### config.mk
export PLATFORM = sky130hd
export DESIGN_NAME = copy_path_sel
export DESIGN_NICKNAME = d
export VERILOG_FILES = /design/src/rtl/copy_sel_pkg.sv /design/src/rtl/copy_extent_cmp.sv /design/src/rtl/copy_elig_chk.sv /design/src/rtl/copy_prio_enc.sv /design/src/rtl/copy_path_sel.sv
export SDC_FILE = /design/constraint.sdc
export NUM_CORES = 1
export LEC_CHECK = 0
export ABC_AREA = 1
export ABC_CLOCK_PERIOD_IN_PS = 800
export BUFFER_PORTS_ARGS = -buffer_cell sky130_fd_sc_hd__buf_4
export CAP_MARGIN = 20
export CORE_MARGIN = 4
export CORE_UTILIZATION = 43
export CTS_CLUSTER_DIAMETER = 30
export CTS_CLUSTER_SIZE = 10
export DETAILED_ROUTE_END_ITERATION = 10
export PLACE_DENSITY = 0.81
export RECOVER_POWER = 50
export SYNTH_ARGS = -nofsm -noshare
export SYNTH_HDL_FRONTEND = slang
export SYNTH_HIERARCHICAL = 1
export SYNTH_SLANG_ARGS = --single-unit
### constraint.sdc
create_clock -name clk_i -period 0.8 [get_ports clk_i]
set_input_delay 0.04 -clock clk_i [delete_from_list [all_inputs] [get_ports clk_i]]
set_output_delay 0.04 -clock clk_i [all_outputs]
set_load 0.005 [all_outputs]
### src/rtl/copy_sel_pkg.sv
package copy_sel_pkg;
  localparam int NUM_ENG = 4;
  typedef enum logic [1:0] {
    ENG_MEM  = 2'd0,
    ENG_IMG  = 2'd1,
    ENG_BLIT = 2'd2,
    ENG_SW   = 2'd3
  } eng_e;
endpackage

### src/rtl/copy_extent_cmp.sv
module copy_extent_cmp #(
  parameter int CRD_W = 14
) (
  input  logic [CRD_W-1:0] src_x0_i,
  input  logic [CRD_W-1:0] src_x1_i,
  input  logic [CRD_W-1:0] src_y0_i,
  input  logic [CRD_W-1:0] src_y1_i,
  input  logic [CRD_W-1:0] dst_x0_i,
  input  logic [CRD_W-1:0] dst_x1_i,
  input  logic [CRD_W-1:0] dst_y0_i,
  input  logic [CRD_W-1:0] dst_y1_i,
  output logic             scaled_o
);
  logic [CRD_W-1:0] src_ext_x, src_ext_y, dst_ext_x, dst_ext_y;

  always_comb begin
    src_ext_x = src_x1_i - src_x0_i;
    src_ext_y = src_y1_i - src_y0_i;
    dst_ext_x = dst_x1_i - dst_x0_i;
    dst_ext_y = dst_y1_i - dst_y0_i;
    scaled_o  = (src_ext_x != dst_ext_x) || (src_ext_y != dst_ext_y);
  end
endmodule

### src/rtl/copy_elig_chk.sv
module copy_elig_chk
  import copy_sel_pkg::*;
#(
  parameter int OFS_W       = 32,
  parameter int PITCH_W     = 16,
  parameter int DIM_W       = 13,
  parameter int DEP_W       = 12,
  parameter int BPP_W       = 4,
  parameter int ALIGN_LG    = 6,
  parameter int MIN_DIM     = 2,
  parameter int IMG_SRC_MAX = 1024,
  parameter int IMG_DST_MAX = 2048,
  parameter int BPP_MAX     = 4
) (
  input  logic               gen_new_i,
  input  logic               scaled_i,
  input  logic [PITCH_W-1:0] src_pitch_i,
  input  logic [DIM_W-1:0]   src_w_i,
  input  logic [DIM_W-1:0]   src_h_i,
  input  logic [DEP_W-1:0]   src_d_i,
  input  logic [BPP_W-1:0]   src_bpp_i,
  input  logic [OFS_W-1:0]   dst_ofs_i,
  input  logic [PITCH_W-1:0] dst_pitch_i,
  input  logic [DIM_W-1:0]   dst_w_i,
  input  logic [DIM_W-1:0]   dst_h_i,
  input  logic [DEP_W-1:0]   dst_d_i,
  input  logic [BPP_W-1:0]   dst_bpp_i,
  input  logic               dst_vram_i,
  output logic [NUM_ENG-1:0] elig_o
);
  localparam logic [DIM_W-1:0] DIM_LO  = DIM_W'(MIN_DIM);
  localparam logic [DIM_W-1:0] SRC_HI  = DIM_W'(IMG_SRC_MAX);
  localparam logic [DIM_W-1:0] DST_HI  = DIM_W'(IMG_DST_MAX);
  localparam logic [DEP_W-1:0] DEP_ONE = DEP_W'(1);
  localparam logic [BPP_W-1:0] BPP_HI  = BPP_W'(BPP_MAX);
  localparam logic [BPP_W-1:0] BPP_ONE = BPP_W'(1);

  logic src_lin, dst_lin, ofs_al, pitch_al, flat;
  logic src_fit, dst_swz_fit, dst_lin_ok;

  always_comb begin
    src_lin     = src_pitch_i != '0;
    dst_lin     = dst_pitch_i != '0;
    ofs_al      = dst_ofs_i[ALIGN_LG-1:0] == '0;
    pitch_al    = dst_pitch_i[ALIGN_LG-1:0] == '0;
    flat        = (src_d_i <= DEP_ONE) && (dst_d_i <= DEP_ONE);
    src_fit     = (src_w_i >= DIM_LO) && (src_w_i <= SRC_HI) &&
                  (src_h_i >= DIM_LO) && (src_h_i <= SRC_HI);
    dst_swz_fit = (dst_w_i >= DIM_LO) && (dst_w_i <= DST_HI) &&
                  (dst_h_i >= DIM_LO) && (dst_h_i <= DST_HI);
    dst_lin_ok  = dst_vram_i && pitch_al;

    elig_o[ENG_MEM] = src_lin && dst_lin && !scaled_i;
    elig_o[ENG_IMG] = src_lin && src_fit && flat && ofs_al &&
                      (dst_lin ? dst_lin_ok : dst_swz_fit);
    elig_o[ENG_BLIT] = gen_new_i && ofs_al && pitch_al &&
                       (dst_d_i <= DEP_ONE) &&
                       (dst_w_i >= DIM_LO) && (dst_h_i >= DIM_LO) &&
                       (dst_bpp_i <= BPP_HI) && (src_bpp_i <= BPP_HI) &&
                       !((dst_bpp_i == BPP_ONE) && !dst_lin);
    elig_o[ENG_SW] = !scaled_i;
  end
endmodule

### src/rtl/copy_prio_enc.sv
module copy_prio_enc #(
  parameter int N = 4
) (
  input  logic [N-1:0] req_i,
  output logic [N-1:0] gnt_o,
  output logic         none_o
);
  // lowest index wins
  always_comb begin
    logic taken;
    taken = 1'b0;
    for (int i = 0; i < N; i++) begin
      gnt_o[i] = req_i[i] && !taken;
      taken    = taken || req_i[i];
    end
    none_o = !taken;
  end
endmodule

### src/rtl/copy_path_sel.sv
module copy_path_sel
  import copy_sel_pkg::*;
#(
  parameter int OFS_W       = 32,
  parameter int PITCH_W     = 16,
  parameter int DIM_W       = 13,
  parameter int DEP_W       = 12,
  parameter int BPP_W       = 4,
  parameter int CRD_W       = 14,
  parameter int ALIGN_LG    = 6,
  parameter int MIN_DIM     = 2,
  parameter int IMG_SRC_MAX = 1024,
  parameter int IMG_DST_MAX = 2048,
  parameter int BPP_MAX     = 4
) (
  input  logic               clk_i,
  input  logic               rst_ni,
  input  logic               valid_i,
  input  logic               gen_new_i,
  input  logic [PITCH_W-1:0] src_pitch_i,
  input  logic [DIM_W-1:0]   src_w_i,
  input  logic [DIM_W-1:0]   src_h_i,
  input  logic [DEP_W-1:0]   src_d_i,
  input  logic [BPP_W-1:0]   src_bpp_i,
  input  logic [CRD_W-1:0]   src_x0_i,
  input  logic [CRD_W-1:0]   src_x1_i,
  input  logic [CRD_W-1:0]   src_y0_i,
  input  logic [CRD_W-1:0]   src_y1_i,
  input  logic [OFS_W-1:0]   dst_ofs_i,
  input  logic [PITCH_W-1:0] dst_pitch_i,
  input  logic [DIM_W-1:0]   dst_w_i,
  input  logic [DIM_W-1:0]   dst_h_i,
  input  logic [DEP_W-1:0]   dst_d_i,
  input  logic [BPP_W-1:0]   dst_bpp_i,
  input  logic               dst_vram_i,
  input  logic [CRD_W-1:0]   dst_x0_i,
  input  logic [CRD_W-1:0]   dst_x1_i,
  input  logic [CRD_W-1:0]   dst_y0_i,
  input  logic [CRD_W-1:0]   dst_y1_i,
  output logic [NUM_ENG-1:0] sel_o,
  output logic               err_o,
  output logic               vld_o
);
  logic               scaled;
  logic [NUM_ENG-1:0] elig, gnt;
  logic               none;

  copy_extent_cmp #(.CRD_W(CRD_W)) u_ext (
    .src_x0_i(src_x0_i), .src_x1_i(src_x1_i),
    .src_y0_i(src_y0_i), .src_y1_i(src_y1_i),
    .dst_x0_i(dst_x0_i), .dst_x1_i(dst_x1_i),
    .dst_y0_i(dst_y0_i), .dst_y1_i(dst_y1_i),
    .scaled_o(scaled)
  );

  copy_elig_chk #(
    .OFS_W(OFS_W), .PITCH_W(PITCH_W), .DIM_W(DIM_W), .DEP_W(DEP_W),
    .BPP_W(BPP_W), .ALIGN_LG(ALIGN_LG), .MIN_DIM(MIN_DIM),
    .IMG_SRC_MAX(IMG_SRC_MAX), .IMG_DST_MAX(IMG_DST_MAX), .BPP_MAX(BPP_MAX)
  ) u_elig (
    .gen_new_i(gen_new_i), .scaled_i(scaled),
    .src_pitch_i(src_pitch_i), .src_w_i(src_w_i), .src_h_i(src_h_i),
    .src_d_i(src_d_i), .src_bpp_i(src_bpp_i),
    .dst_ofs_i(dst_ofs_i), .dst_pitch_i(dst_pitch_i), .dst_w_i(dst_w_i),
    .dst_h_i(dst_h_i), .dst_d_i(dst_d_i), .dst_bpp_i(dst_bpp_i),
    .dst_vram_i(dst_vram_i),
    .elig_o(elig)
  );

  copy_prio_enc #(.N(NUM_ENG)) u_prio (
    .req_i(elig), .gnt_o(gnt), .none_o(none)
  );

  always_ff @(posedge clk_i or negedge rst_ni) begin
    if (!rst_ni) begin
      sel_o <= '0;
      err_o <= 1'b0;
      vld_o <= 1'b0;
    end else begin
      vld_o <= valid_i;
      if (valid_i) begin
        sel_o <= gnt;
        err_o <= none;
      end
    end
  end
endmodule

### Word level (Yosys, flattened, before mapping)

Cells that the tools add are included.

* flip-flop bits (word level): 6
* input bits: 265
* output and inout bits: 6
* word-level logic and storage cells: 64

* $add $sub $neg: 4
* magnitude comparators: 12
* equal/unequal tests: 3
* multiplexer cells: 1
* reduce and logical (&&, ||, !) cells: 41

Operator list (number)
* subtractor 14 bit: 4
* greater-or-equal comparator 13 x 2 -> 1 bit (second input constant): 4
* nonzero test 16 bit: 2
* != test 14 bit: 2
* <= comparator 13 x 11 -> 1 bit (second input constant): 2
* <= comparator 13 x 12 -> 1 bit (second input constant): 2
* logical AND 1 bit: 26
* <= comparator 12 x 1 -> 1 bit (second input constant): 2
* logical NOT 6 bit: 2
* <= comparator 4 x 3 -> 1 bit (second input constant): 2
* logical NOT 1 bit: 7
* == test 4 x 1 -> 1 bit (second input constant): 1
* logical OR 1 bit: 4
* 2-to-1 mux 1 bit: 1

### Longest topological paths before layout

* depth after elaboration: 12
* mapped depth: 24
* depth with buffers taken out: 23

### By module

The synthesis kept the hierarchy.

Modules (own cells, without submodules)
* copy_extent_cmp: times used 1, cells each 813, area each 4025.1 sq um, sequential area each 0.0 sq um
* copy_elig_chk: times used 1, cells each 159, area each 675.6 sq um, sequential area each 0.0 sq um
* copy_path_sel: times used 1, cells each 22, area each 210.2 sq um, sequential area each 150.1 sq um
* copy_prio_enc: times used 1, cells each 10, area each 42.5 sq um, sequential area each 0.0 sq um

### Worst setup path before layout

Ideal clock, no wire load.

* path type: input to register
* start: input src_y1_i[0]
* end: register err_o
* setup time: 0.116 ns
* data arrival time: 2.038 ns
* setup slack: -1.355 ns
* stages: 23
* path buffers: 0
* path through: inv_1 > ha_1 > fa_1 > inv_1 > nand2_1 > nand2_4 > nand3_2 > nand2_2 > nand2_2 > nand2_2 > nand2_1 > nand2_1 > nand2_2 > nand2_1 > nand2_1 > nor2_1 > nand3_1 > nor2_1 > nor2_1 > nand2_1 > nor2_1 > nand2_1 > nand2_1

* word-level cells in the longest chain between the ends: 9

Ends and longest elaborated chain
* start: declaration: line copy_path_sel.sv:28 `input logic [CRD_W-1:0] src_y1_i,`
* subtractor 14 bit: line copy_extent_cmp.sv:18 `src_ext_y = src_y1_i - src_y0_i;`
* != test 14 bit: line copy_extent_cmp.sv:21 `scaled_o = (src_ext_x != dst_ext_x) || (src_ext_y != dst_ext_y);`
* logical OR 1 bit: line copy_extent_cmp.sv:21
* net scaled: line copy_path_sel.sv:44 `logic scaled;`
* logical NOT 1 bit: line copy_elig_chk.sv:53 `elig_o[ENG_MEM] = src_lin && dst_lin && !scaled_i;`
* logical AND 1 bit: line copy_elig_chk.sv:53
* net elig[0]: line copy_path_sel.sv:45 `logic [NUM_ENG-1:0] elig, gnt;`
* logical OR 1 bit (3 in series): line copy_prio_enc.sv:14 `taken = taken || req_i[i];`
* logical NOT 1 bit: line copy_prio_enc.sv:16 `none_o = !taken;`
* net none: line copy_path_sel.sv:46 `logic none;`
* end signal: assignment: line copy_path_sel.sv:83 `err_o <= none;`
* end: declaration: line copy_path_sel.sv:41 `output logic err_o,`

The timed path passes the listed nets, and every way through them passes these cells.
A chain may end at the register's enable or synchronous reset.

### Final worst setup path

* start: input dst_x0_i[0]
* end: register err_o

* word-level cells in the longest chain between the ends: 9

Ends and longest elaborated chain
* start: declaration: line copy_path_sel.sv:36 `input logic [CRD_W-1:0] dst_x0_i,`
* subtractor 14 bit: line copy_extent_cmp.sv:19 `dst_ext_x = dst_x1_i - dst_x0_i;`
* != test 14 bit: line copy_extent_cmp.sv:21
* logical OR 1 bit: line copy_extent_cmp.sv:21
* net scaled: line copy_path_sel.sv:44
* logical NOT 1 bit: line copy_elig_chk.sv:53
* logical AND 1 bit: line copy_elig_chk.sv:53
* net elig[0]: line copy_path_sel.sv:45
* logical OR 1 bit (3 in series): line copy_prio_enc.sv:14
* logical NOT 1 bit: line copy_prio_enc.sv:16
* net none: line copy_path_sel.sv:46

The timed path passes the listed nets, and every way through them passes these cells.

==> results list <==
* Status: finished with violations
- The checks that failed: setup timing.
- TritonCTS built the clock tree.
- In the final layout, flip-flops and latches occupy 150.1 µm².
* Worst path arrival time: 2.16 ns
- Synthesized Nets: 1325
- For this run, the post-layout net count is 1661.
- Cell types with the largest area share after synthesis: sky130_fd_sc_hd__nand2_1, sky130_fd_sc_hd__inv_1, sky130_fd_sc_hd__ha_1
- Number of top-level pins: 271
- Placement Setup Slack: -1.580 ns
* Cell Rows: 38
* Fraction of final layout cells with drive strength greater than 1: 30.12%
- DIE AREA: 0.01330 mm²
- R2r worst-path depth: 2
- For this run, the number of standard cells in the final layout without fillers is 1478.
- In this run the number of H-tree levels came out at 1.
- Summing all multi-input logic gate instances after layout gives 0.004135 mm².
- Number of cells on the worst hold path: 3
* Hold wc startpoint: valid_i
- Setup repair after global routing missed its margin: true
* Setup CP Type: in2reg
* Power density cells: 809.1 mW/mm²
- HP Class: in2reg
* DR DRC count: 0
- Wires add up to 17.14 mm.
* Endpoint of the most critical register-to-register path: err_o$_DFFE_PN0P_
- Vertical die dimension: 115.3 µm
- The first global-routing pass estimated 26.77 mm of wire.
- Antenna-violating nets left: 0
- Setup Viol. Count Final: 6
- In this run the static leakage power is 0.004908 µW.
- Initial antenna violation count: 0
* Standard cell with the maximum stage delay on the critical path: sky130_fd_sc_hd__fa_2
- Global routing finished with a remaining overflow of 0.
- Weighted congestion reported at the end of routability-driven placement: 0.9175
- Launch point of the worst reg-to-reg path: err_o$_DFFE_PN0P_
- Count of placed standard cells including taps: 1472
- MaxCap Viol Count: 0
* Largest net degree at the start of global routing: 8
- The routed layout has 6838 vias.
- The detailed router used layers up to and including met4.
- The number of max-slew violations in the final report came to 0.
- Count of final hold-check violations: 0
* Overall fraction of global-route tracks in use: 24.00%
* DR pass1 iterations: 5
- After detailed routing, the met2 layer carries 8.269 mm of wire.
- Walking the worst path, the cells encountered are buf_6, ha_4, fa_2, inv_2, nand3_1, nand2_1, nand2_1, nand2_1, nor2_1, nor2_1, nand3_1, nor2_2, nand3_1, nor2_1, nand3_1, nor2_2, nor2_1, nand2_1, nor2_1, nand2_1, nand2_1.
- At the pin with the least slew margin, the transition time is 0.3310 ns.
- Summed over all nets, wire length on met3 after detailed routing comes to 949 µm.
- Synth Area in Adders: 14.75%
- Endpoint, Worst Hold: sel_o[1]$_DFFE_PN0P_
- In the finished design, the share of the clock period the worst path needs comes to 255.6%.
- Reg-to-reg setup timing slack: 0.15 ns
* Post-DP HPWL: 15.19 mm
* Starting utilization of the core area: 44.71%
* Total Power: 6344 µW
* Cell area after synthesis: 0.004954 mm²
- Dividing the detail-routed via count by the number of cells gives 4.627.
* Clock input transition at the sequential cells of the worst setup and hold paths: 0.03 ns
- Post-synthesis area per instance: 4.934 µm²
* Crit path setup slack, layout: -1.245 ns
- The number of antenna diodes in the final layout is 0.
* Count of state elements after synthesis: 6
* Cell chosen for the clock root: sky130_fd_sc_hd__clkbuf_16
- By area, the combinational part of the netlist is dominated by simple AND/OR/NAND/NOR gates.
- Maximum single-stage delay on the critical path: 0.37 ns
- Met1 layer wirelength in the final routing: 7.816 mm
- Number of global-route vias before repair: 6333
* Core Area: 0.01108 mm²
- Proportion of synthesized chip area in sequential cells: 3.031%
* Critical path data required time: 0.91 ns
- Fill cell total of the finished layout: 1023
- After Yosys synthesis, and, or, nand and nor cells account for 57.36% of the synthesized area.
- The longest clock path from root to sink contains 2 buffers.
* Number of warnings printed during yosys synthesis: 6
- The worst setup path is captured at a flip-flop.
- Clock latency reported for the late side of the worst-skew pair: 0.23 ns
- Count of routing violations after the opening detailed-route iteration: 329
- In this run the horizontal extent of the chip is 115.3 µm.
* Post-synthesis cell type with the largest combined area: sky130_fd_sc_hd__nand2_1
- Dividing the detail-routed wire length by the instance count gives 11.60 µm.
- Highest ir drop seen on vdd: 496.3 µV
- Number of CTS-inserted buffers: 3
- The netlist uses 34 different library cells.
* Max Clk Rate: 0.4890 GHz
* Number of cells produced by synthesis: 1004
- STA classifies the critical path startpoint as a primary input.
- Clock Skews: 0 ns
- XOR/XNOR share of the synthesized area: 4.067%
- Largest fanout on the critical path: 4
- After synthesis, the largest area contributor takes up 30.01% of total cell area.
* Fraction of the mapped netlist area in compound gates: 5.229%
* Area growth from synthesis to layout: 58.30%
- Share of synthesized area spent on multiplexers: 0%
* Count of buffers inserted at the top-level ports: 242
- Shortest clock period the worst path allows after layout: 2.045 ns
- Max transition margin: 77.94%
- CTS sink count: 6
* Crit-path most repeated cell: sky130_fd_sc_hd__nand2_1
cell usage after synthesis:
| master | number |
|---|---|
| sky130_fd_sc_hd__dfrtp_1 | 6 |
| sky130_fd_sc_hd__nand3_2 | 3 |
| sky130_fd_sc_hd__o21ai_0 | 2 |
| sky130_fd_sc_hd__nand2_2 | 15 |
| sky130_fd_sc_hd__or2_4 | 1 |
| sky130_fd_sc_hd__a21oi_1 | 26 |
| sky130_fd_sc_hd__a21o_1 | 1 |
| sky130_fd_sc_hd__inv_2 | 13 |
| sky130_fd_sc_hd__nor2_2 | 4 |
| sky130_fd_sc_hd__nand2_1 | 396 |
| sky130_fd_sc_hd__fa_1 | 4 |
| sky130_fd_sc_hd__a21oi_2 | 5 |
| sky130_fd_sc_hd__or2_1 | 5 |
| sky130_fd_sc_hd__o21ai_1 | 2 |
| sky130_fd_sc_hd__and2_1 | 4 |
| sky130_fd_sc_hd__a31oi_1 | 2 |
| sky130_fd_sc_hd__ha_1 | 52 |
| sky130_fd_sc_hd__nor2_1 | 130 |
| sky130_fd_sc_hd__xnor2_1 | 17 |
| sky130_fd_sc_hd__nand3_1 | 76 |
| sky130_fd_sc_hd__nand3b_1 | 11 |
| sky130_fd_sc_hd__nand4_1 | 18 |
| sky130_fd_sc_hd__nand2b_1 | 1 |
| sky130_fd_sc_hd__nor2_4 | 1 |
| sky130_fd_sc_hd__o21bai_1 | 5 |
| sky130_fd_sc_hd__nor2b_1 | 1 |
| sky130_fd_sc_hd__buf_2 | 1 |
| sky130_fd_sc_hd__nand2_4 | 1 |
| sky130_fd_sc_hd__xor2_1 | 6 |
| sky130_fd_sc_hd__o21a_1 | 1 |
| sky130_fd_sc_hd__inv_1 | 183 |
| sky130_fd_sc_hd__nor3_1 | 6 |
| sky130_fd_sc_hd__nand4_2 | 1 |
| sky130_fd_sc_hd__buf_4 | 4 |
report_power, final:
group	switching (µW)	internal, µW	leakage (µW)
logic	2630	2590	0.00479
clock network	172	642	0.0000370
registers	4.09	311	0.0000783
total	2800	3540	0.00491
worst max-delay path: cells and delay by family:
kind                     cells  cell delay (ns)
AND/OR/NAND/NOR             17             1.42
adder cells (fa/ha/maj)      2             0.52
buffers and inverters        2             0.17
cells in the final DEF (no fill, tap or decap), types with 5 or more instances in the layout:
master and instances:
sky130_fd_sc_hd__nand3b_1 11, sky130_fd_sc_hd__inv_1 179, sky130_fd_sc_hd__nand4_1 18, sky130_fd_sc_hd__nand3_2 7, sky130_fd_sc_hd__buf_6 7, sky130_fd_sc_hd__a21oi_1 26
sky130_fd_sc_hd__o21bai_1 5, sky130_fd_sc_hd__nand3_1 72, sky130_fd_sc_hd__a21oi_2 5, sky130_fd_sc_hd__xor2_1 6, sky130_fd_sc_hd__nand2_2 18, sky130_fd_sc_hd__xnor2_1 16
sky130_fd_sc_hd__buf_4 325, sky130_fd_sc_hd__inv_2 16, sky130_fd_sc_hd__nor3_1 6, sky130_fd_sc_hd__nand2_1 393, sky130_fd_sc_hd__dfrtp_1 6, sky130_fd_sc_hd__nor2_1 128
sky130_fd_sc_hd__or2_1 5, sky130_fd_sc_hd__ha_1 47, sky130_fd_sc_hd__nor2_2 6
state kept, by name, summed over array words and instances (netlist names):
register and count:
vld_o 1, sel_o 4, err_o 1
layer usage:
layer	GRT usage (%)	vias up
met5	0	-
met4	3.130	0
met3	2.474	8
met2	41.74	185
met1	32.86	2920
li1	-	3725
cells by family (layout without fill, tap and decap cells):
logic type	after synthesis	after routing
simple gates	674	674
buf+inv	201	535
compound gates	44	44
xor+xnor	23	23
fa+ha+maj	56	56
flops	6	6
worst max path at each step:
stage | endpoint | slack (ns) | from
6_report | err_o$_DFFE_PN0P_ | -1.24 | dst_x0_i[0]
5_1_grt | err_o$_DFFE_PN0P_ | -1.56 | dst_y1_i[0]
4_1_cts | err_o$_DFFE_PN0P_ | -1.30 | dst_x1_i[0]
3_5_place_dp | err_o$_DFFE_PN0P_ | -1.58 | dst_y1_i[0]
3_3_place_gp | sel_o[2]$_DFFE_PN0P_ | -1.53 | dst_y1_i[0]
2_1_floorplan | err_o$_DFFE_PN0P_ | -1.21 | dst_y1_i[0]
repair_timing:
action	CTS	global route
setup endpoints to repair	6	8
gates cloned	0	0
pin swaps	12	5
gates resized for setup	12	8
hold buffers	2	0
buffers inserted	1	0
endpoints found under the hold margin	7	0
stage by stage:
| step | hold slack [ns] | TNS [ns] | area (µm²) | utilization (%) |
|---|---|---|---|---|
| after floorplan | -0.2556 | -5.761 | 5006 | - |
| after global placement | -0.1517 | -7.535 | 7646 | 69.02 |
| after detailed placement | -0.1491 | -7.747 | 7646 | 69.02 |
| after CTS | 0.08247 | -6.351 | 7810 | 70.50 |
| after global routing | 0.1035 | -7.511 | 7841 | 70.78 |
| final | 0.08571 | -6.110 | 7841 | 70.78 |
layout make-up:
cell class	instances	area share (%)
Multi-Input combinational cell	797	52.74
Timing Repair Buffer	336	32.62
Inverter	196	9.542
Tap cell	140	2.234
Sequential cell	6	1.915
Clock buffer	3	0.9574
Power figures use the tool's default switching activity.
